===== src/rtl/dmc_pkg.sv =====
package dmc_pkg;

    typedef enum logic [2:0] {
        ST_IDLE,
        ST_RD_START,
        ST_RD_END,
        ST_MOVE,
        ST_WRBACK
    } xfer_state_t;

    // direction bit position inside a start word of width w
    function automatic int dir_bit(input int w);
        return w - 1;
    endfunction

endpackage


===== src/rtl/dmc_prio_arb.sv =====
module dmc_prio_arb #(
    parameter int NCH  = 16,
    localparam int IDXW = (NCH > 1) ? $clog2(NCH) : 1
) (
    input  logic [NCH-1:0]  req,
    output logic            grant_vld,
    output logic [IDXW-1:0] grant_idx
);

    always_comb begin
        grant_vld = |req;
        grant_idx = '0;
        for (int i = NCH - 1; i >= 0; i--) begin
            if (req[i]) begin
                grant_idx = IDXW'(i);
            end
        end
    end

endmodule


===== src/rtl/dmc_rearm_decode.sv =====
module dmc_rearm_decode #(
    parameter int NCH      = 16,
    parameter int AW       = 16,
    parameter int PTR_BASE = 16
) (
    input  logic           wr_en,
    input  logic [AW-1:0]  wr_addr,
    output logic [NCH-1:0] rearm
);

    for (genvar k = 0; k < NCH; k++) begin : g_match
        localparam logic [AW-1:0] START_ADDR = AW'(PTR_BASE + 2 * k);
        assign rearm[k] = wr_en && (wr_addr == START_ADDR);
    end

endmodule


===== src/rtl/dmc_chan_flags.sv =====
module dmc_chan_flags #(
    parameter int NCH = 16
) (
    input  logic           clk,
    input  logic           rst_n,
    input  logic [NCH-1:0] set_halt,
    input  logic [NCH-1:0] clr_halt,
    output logic [NCH-1:0] halted
);

    for (genvar k = 0; k < NCH; k++) begin : g_flag
        always_ff @(posedge clk) begin
            if (!rst_n) begin
                halted[k] <= 1'b0;
            end else if (set_halt[k]) begin
                halted[k] <= 1'b1;
            end else if (clr_halt[k]) begin
                halted[k] <= 1'b0;
            end
        end
    end

endmodule


===== src/rtl/dmc_engine.sv =====
module dmc_engine #(
    parameter int NCH      = 16,
    parameter int DW       = 16,
    parameter int PTR_BASE = 16
) (
    input  logic              clk,
    input  logic              rst_n,
    input  logic [NCH-1:0]    chan_req,
    output logic [NCH-1:0]    chan_ack,
    output logic [NCH-1:0]    chan_done,
    input  logic [NCH*DW-1:0] dev_in_data,
    output logic [DW-1:0]     dev_out_data,
    output logic [NCH-1:0]    dev_out_strobe,
    output logic [DW-1:0]     mem_addr,
    output logic              mem_rd,
    output logic              mem_wr,
    output logic [DW-1:0]     mem_wdata,
    input  logic [DW-1:0]     mem_rdata,
    input  logic              cpu_wr,
    input  logic [DW-1:0]     cpu_wr_addr
);
    import dmc_pkg::*;

    localparam int IDXW  = (NCH > 1) ? $clog2(NCH) : 1;
    localparam int DIRB  = dir_bit(DW);
    localparam int ADDRW = DW - 1;

    xfer_state_t state_q, state_d;

    logic [IDXW-1:0]  cur_ch_q;
    logic [DW-1:0]    start_q;
    logic [DW-1:0]    end_q;
    logic [NCH-1:0]   halted;
    logic [NCH-1:0]   rearm;
    logic [NCH-1:0]   eligible;
    logic             grant_vld;
    logic [IDXW-1:0]  grant_idx;
    logic [DW-1:0]    ptr_addr;
    logic [DW-1:0]    dev_in_sel;
    logic [ADDRW-1:0] next_addr;
    logic             is_input;
    logic             is_last;
    logic [NCH-1:0]   done_vec;

    assign eligible   = chan_req & ~halted;
    assign ptr_addr   = DW'(PTR_BASE) + {{(DW-IDXW-1){1'b0}}, cur_ch_q, 1'b0};
    assign dev_in_sel = dev_in_data[cur_ch_q*DW +: DW];
    assign is_input   = start_q[DIRB];
    assign next_addr  = start_q[ADDRW-1:0] + ADDRW'(1);
    assign is_last    = (start_q[ADDRW-1:0] == end_q[ADDRW-1:0]);

    dmc_prio_arb #(.NCH(NCH)) u_arb (
        .req       (eligible),
        .grant_vld (grant_vld),
        .grant_idx (grant_idx)
    );

    dmc_rearm_decode #(.NCH(NCH), .AW(DW), .PTR_BASE(PTR_BASE)) u_rearm (
        .wr_en   (cpu_wr),
        .wr_addr (cpu_wr_addr),
        .rearm   (rearm)
    );

    dmc_chan_flags #(.NCH(NCH)) u_flags (
        .clk      (clk),
        .rst_n    (rst_n),
        .set_halt (done_vec),
        .clr_halt (rearm),
        .halted   (halted)
    );

    // state register
    always_ff @(posedge clk) begin
        if (!rst_n) begin
            state_q <= ST_IDLE;
        end else begin
            state_q <= state_d;
        end
    end

    // next state
    always_comb begin
        state_d = state_q;
        unique case (state_q)
            ST_IDLE:     if (grant_vld) state_d = ST_RD_START;
            ST_RD_START: state_d = ST_RD_END;
            ST_RD_END:   state_d = ST_MOVE;
            ST_MOVE:     state_d = ST_WRBACK;
            ST_WRBACK:   state_d = ST_IDLE;
            default:     state_d = ST_IDLE;
        endcase
    end

    // datapath captures
    always_ff @(posedge clk) begin
        if (!rst_n) begin
            cur_ch_q <= '0;
            start_q  <= '0;
            end_q    <= '0;
        end else begin
            if (state_q == ST_IDLE && grant_vld) begin
                cur_ch_q <= grant_idx;
            end
            if (state_q == ST_RD_END) begin
                start_q <= mem_rdata;
            end
            if (state_q == ST_MOVE) begin
                end_q <= mem_rdata;
            end
        end
    end

    // outputs
    always_comb begin
        mem_addr       = '0;
        mem_rd         = 1'b0;
        mem_wr         = 1'b0;
        mem_wdata      = '0;
        chan_ack       = '0;
        done_vec       = '0;
        dev_out_strobe = '0;
        dev_out_data   = '0;
        unique case (state_q)
            ST_IDLE: begin
            end
            ST_RD_START: begin
                mem_rd   = 1'b1;
                mem_addr = ptr_addr;
            end
            ST_RD_END: begin
                mem_rd   = 1'b1;
                mem_addr = ptr_addr + DW'(1);
            end
            ST_MOVE: begin
                mem_addr = {1'b0, start_q[ADDRW-1:0]};
                if (is_input) begin
                    mem_wr    = 1'b1;
                    mem_wdata = dev_in_sel;
                end else begin
                    mem_rd = 1'b1;
                end
            end
            ST_WRBACK: begin
                mem_wr             = 1'b1;
                mem_addr           = ptr_addr;
                mem_wdata          = {start_q[DIRB], next_addr};
                chan_ack[cur_ch_q] = 1'b1;
                if (!is_input) begin
                    dev_out_strobe[cur_ch_q] = 1'b1;
                    dev_out_data             = mem_rdata;
                end
                if (is_last) begin
                    done_vec[cur_ch_q] = 1'b1;
                end
            end
            default: begin
            end
        endcase
    end

    assign chan_done = done_vec;

endmodule


===== config.mk =====
export PLATFORM = sky130hd
export DESIGN_NAME = dmc_engine
export DESIGN_NICKNAME = d
export VERILOG_FILES = /design/src/rtl/dmc_pkg.sv /design/src/rtl/dmc_prio_arb.sv /design/src/rtl/dmc_rearm_decode.sv /design/src/rtl/dmc_chan_flags.sv /design/src/rtl/dmc_engine.sv
export SDC_FILE = /design/constraint.sdc
export NUM_CORES = 1
export LEC_CHECK = 0
export BUFFER_PORTS_ARGS = -buffer_cell sky130_fd_sc_hd__buf_2
export CAP_MARGIN = 10
export CORE_AREA = 10 10 148 150
export CTS_CLUSTER_SIZE = 20
export DETAILED_ROUTE_END_ITERATION = 6
export DIE_AREA = 0 0 158 160
export HOLD_SLACK_MARGIN = 0.08
export PLACE_DENSITY = 0.7
export RECOVER_POWER = 100
export SETUP_SLACK_MARGIN = 0.02
export SLEW_MARGIN = 25
export SYNTH_ARGS = -nofsm -noshare
export SYNTH_HDL_FRONTEND = slang
export SYNTH_SLANG_ARGS = --single-unit

===== constraint.sdc =====
create_clock -name clk -period 2.8 [get_ports clk]
set_clock_uncertainty 0.1 [all_clocks]
set_input_delay 0.56 -clock clk [delete_from_list [all_inputs] [get_ports clk]]
set_output_delay 0.56 -clock clk [all_outputs]
set_load 0.02 [all_outputs]

==> impl_metrics.csv <==
group,metric,value,unit
run_status,status,"finished, final reports clean",
global_routing,grt_overflow,0,
logic_synthesis,async_flop_share,0,
placement,detailedPlace.worstSlack,0.1616,ns
global_routing,grt_pass1_wl,45.17,mm
route,drtIter0Drc,496,
floorplanning,row_count,51,
clock_tree,cts_inserted_buffers,5,
clock_tree,clk_path_buf_depth,2,
worst_hold_path,hold_start,"end_q[14]",
clock_tree,cts-root-buf,"clkbuf_16",
route,antenna_left,0,
critical_path,critPathSlowestCell,"mux4_2",
timing,worst_pin_slew,1.033,ns
timing,rsz0062_at_grt,"yes",
global_routing,grt_start_max_net_pins,37,
critical_path,path_cells,"buf_6 > buf_4 > mux4_2 > mux2i_4 > o221ai_1 > buf_2",
placement,place_hpwl,26.26,mm
cells_and_area,drive_gt1_frac,0.4986,
floorplanning,start_util,0.2799,
cells_and_area,stdcell_count,1297,
logic_synthesis,syn-cell-area,5340,sq um
worst_hold_path,hold_depth,2,
route,vias,6751,
logic_synthesis,synth_nets,946,
logic_synthesis,yosysUniqueCellTypes,53,
route,first_pass_iters,5,
critical_path,start_kind,"flop",
floorplanning,coreArea,19080,sq um
logic_synthesis,ys_ff_latch,54,
worst_hold_path,hold_class,"flop to flop",
critical_path,r2r_slack,0.39,ns
critical_path,reg2reg_depth,5,
pwr,power-per-cell-area,301.6,nW/um^2
floorplanning,dieArea,25280,sq um
logic_synthesis,syn_avg_cell_area,8.370,sq um
critical_path,slowest_delay,0.53,ns
critical_path,regToRegStartpoint,"u_flags.halted[2]",
clock_tree,ctsHtreeMaxLevel,2,
timing,report.final.slew_viol_count,0,
route,wl_per_cell,24.13,um
timing,hold_ws,0.3650,ns
timing,min_period,2.790,ns
timing,setup_viol,0,
cells_and_area,multiInputGateArea,4066,sq um
logic_synthesis,ys_warn_count,0,
worst_hold_path,min_to,"end_q[14]",
critical_path,cp.required,2.14,ns
critical_path,r2r_end,"cur_ch_q[0]",
floorplanning,io-pin-count,405,
timing,finalHoldViolations,0,
logic_synthesis,synth_top_area_frac,0.2657,
route,wl,31.30,mm
pwr,p_leak,0.003933,uW
critical_path,crit_type,"flop to primary output",
logic_synthesis,syn_inst,638,
critical_path,critPathMaxFanout,8,
run,maxCapViolations,0,
clock_tree,clock_sinks,54,
cells_and_area,nets,1356,
timing,fin_crit_sh,0.9963,
critical_path,endpoint_kind,"primary output",
cells_and_area,areaGrowthSynthToFinish,55.39,%
clock_tree,hold_buffers,0,
logic_synthesis,synth_edf_count,0,
floorplanning,die_h,160,um
logic_synthesis,yosys_most_used_dff,"dfxtp_1",
logic_synthesis,synthTopCellsByCount,"nand2_1 (116), mux4_2 (63), dfxtp_1 (54)",
clock_tree,cts_tree,"done",
placement,dp.cells,1266,
route,drcViolationCount,0,
timing,max_freq,358.5,MHz
floorplanning,die_x,158,um
pwr,peakVddDrop,0.0002741,V
placement,gp_congestion,0.9797,
route,viasPerCell,5.205,
timing,worst_slack,0.01038,ns
global_routing,first_global_vias,7124,
cells_and_area,n_fill_cell,2003,
logic_synthesis,yosysMostFrequentCell,"nand2_1",
clock_tree,clkLatencyLatePin,0.30,ns
cells_and_area,register_area,1094,sq um
critical_path,worstPathArrival,2.13,ns
logic_synthesis,ys_top_cells_by_area,"mux4_2 (27%), dfxtp_1 (20%), nand2_1 (8.2%)",
placement,portBuffers,403,
logic_synthesis,synth_top_area_cell,"mux4_2",
global_routing,grt_use_total,0.2349,
clock_tree,clk_pin_slew_worst_paths,0.07,ns
logic_synthesis,synth_seq_area_share,0.2024,
global_routing,antenna_found_initial,12,
timing,max_slew_margin,0.3052,
[where the power goes]
group          internal [uW]  switching, uW
clock                    332            304
sequential               798           43.8
combinational            530            494
[worst max path at each step]
| stage | start | end | slack, ns |
|---|---|---|---|
| after detailed placement | cur_ch_q[0] | mem_wdata[9] | 0.16 |
| final | cur_ch_q[0] | mem_wdata[14] | 0.01 |
| after global routing | cur_ch_q[0] | mem_wdata[8] | -0.05 |
| after floorplan | cur_ch_q[0] | mem_wdata[10] | 0.36 |
| after global placement | dev_in_data[61] | mem_wdata[13] | 0.16 |
| after CTS | cur_ch_q[0] | mem_wdata[9] | -0.01 |
[state kept, by name (all words and copies together) (netlist names)]
| name | count |
|---|---|
| end_q | 15 |
| cur_ch_q | 4 |
| state_q | 3 |
| u_flags.halted | 16 |
| start_q | 16 |
[worst max-delay path, delay by kind of cell (launching register included)]
family | cells | cell delay, ns
multiplexers | 2 | 0.78
AO/OA/AOI/OAI | 1 | 0.15
flip-flops | 1 | 0.39
buffers and inverters | 3 | 0.50
[area by class of cell]
class / instances / share of cell area
antenna: 10 / 0.003016
sequential: 54 / 0.1318
inverter: 37 / 0.01674
multi-input combinational: 494 / 0.4900
clock buffer: 5 / 0.01508
clock inverter: 3 / 0.002563
timing repair buffer: 456 / 0.3049
tap: 238 / 0.03589
[placed cells by master (no fill, tap or decap), types with 23 or more instances in the layout]
cell type,n
mux4_2,63
nand2_1,115
nor2_1,34
dfxtp_1,48
buf_4,37
clkbuf_1,42
inv_1,35
a21oi_1,52
buf_2,346
xor2_1,23
[metrics by stage]
step | total power, uW | util | cell area (sq um) | TNS (ns)
floorplan | 1359 | - | 5340 | 0
global placement | 1775 | 0.4070 | 7766 | 0
detailed placement | 1787 | 0.4070 | 7766 | 0
CTS | 2491 | 0.4297 | 8198 | -0.01336
global route | 2626 | 0.4345 | 8290 | -0.2888
finish | 2503 | 0.4349 | 8298 | 0
[timing repair]
action	in CTS	in global routing
gates resized for setup	27	42
pin swaps	5	13
cloned	2	0
endpoints found under the setup margin	16	49
setup buffers	11	3
[cell families after synthesis]
| kind of cell | synth area share |
|---|---|
| AO/OA/AOI/OAI | 0.1514 |
| XOR/XNOR | 0.04756 |
| adder cells (fa/ha/maj) | 0.002343 |
| buffers and inverters | 0.07076 |
| flip-flops | 0.2024 |
| multiplexers | 0.2882 |
| other | 0.0007022 |
| AND/OR/NAND/NOR | 0.2367 |
[metal layers]
| layer | global-route usage | wire (um) | part of all wire |
|---|---|---|---|
| met5 | 0 | 34 | 0.0011 |
| met4 | 0.03707 | 280 | 0.0089 |
| met3 | 0.08541 | 3238 | 0.10 |
| met2 | 0.3776 | 14690 | 0.47 |
| met1 | 0.2991 | 13050 | 0.42 |
Power figures use the tool's default switching activity.
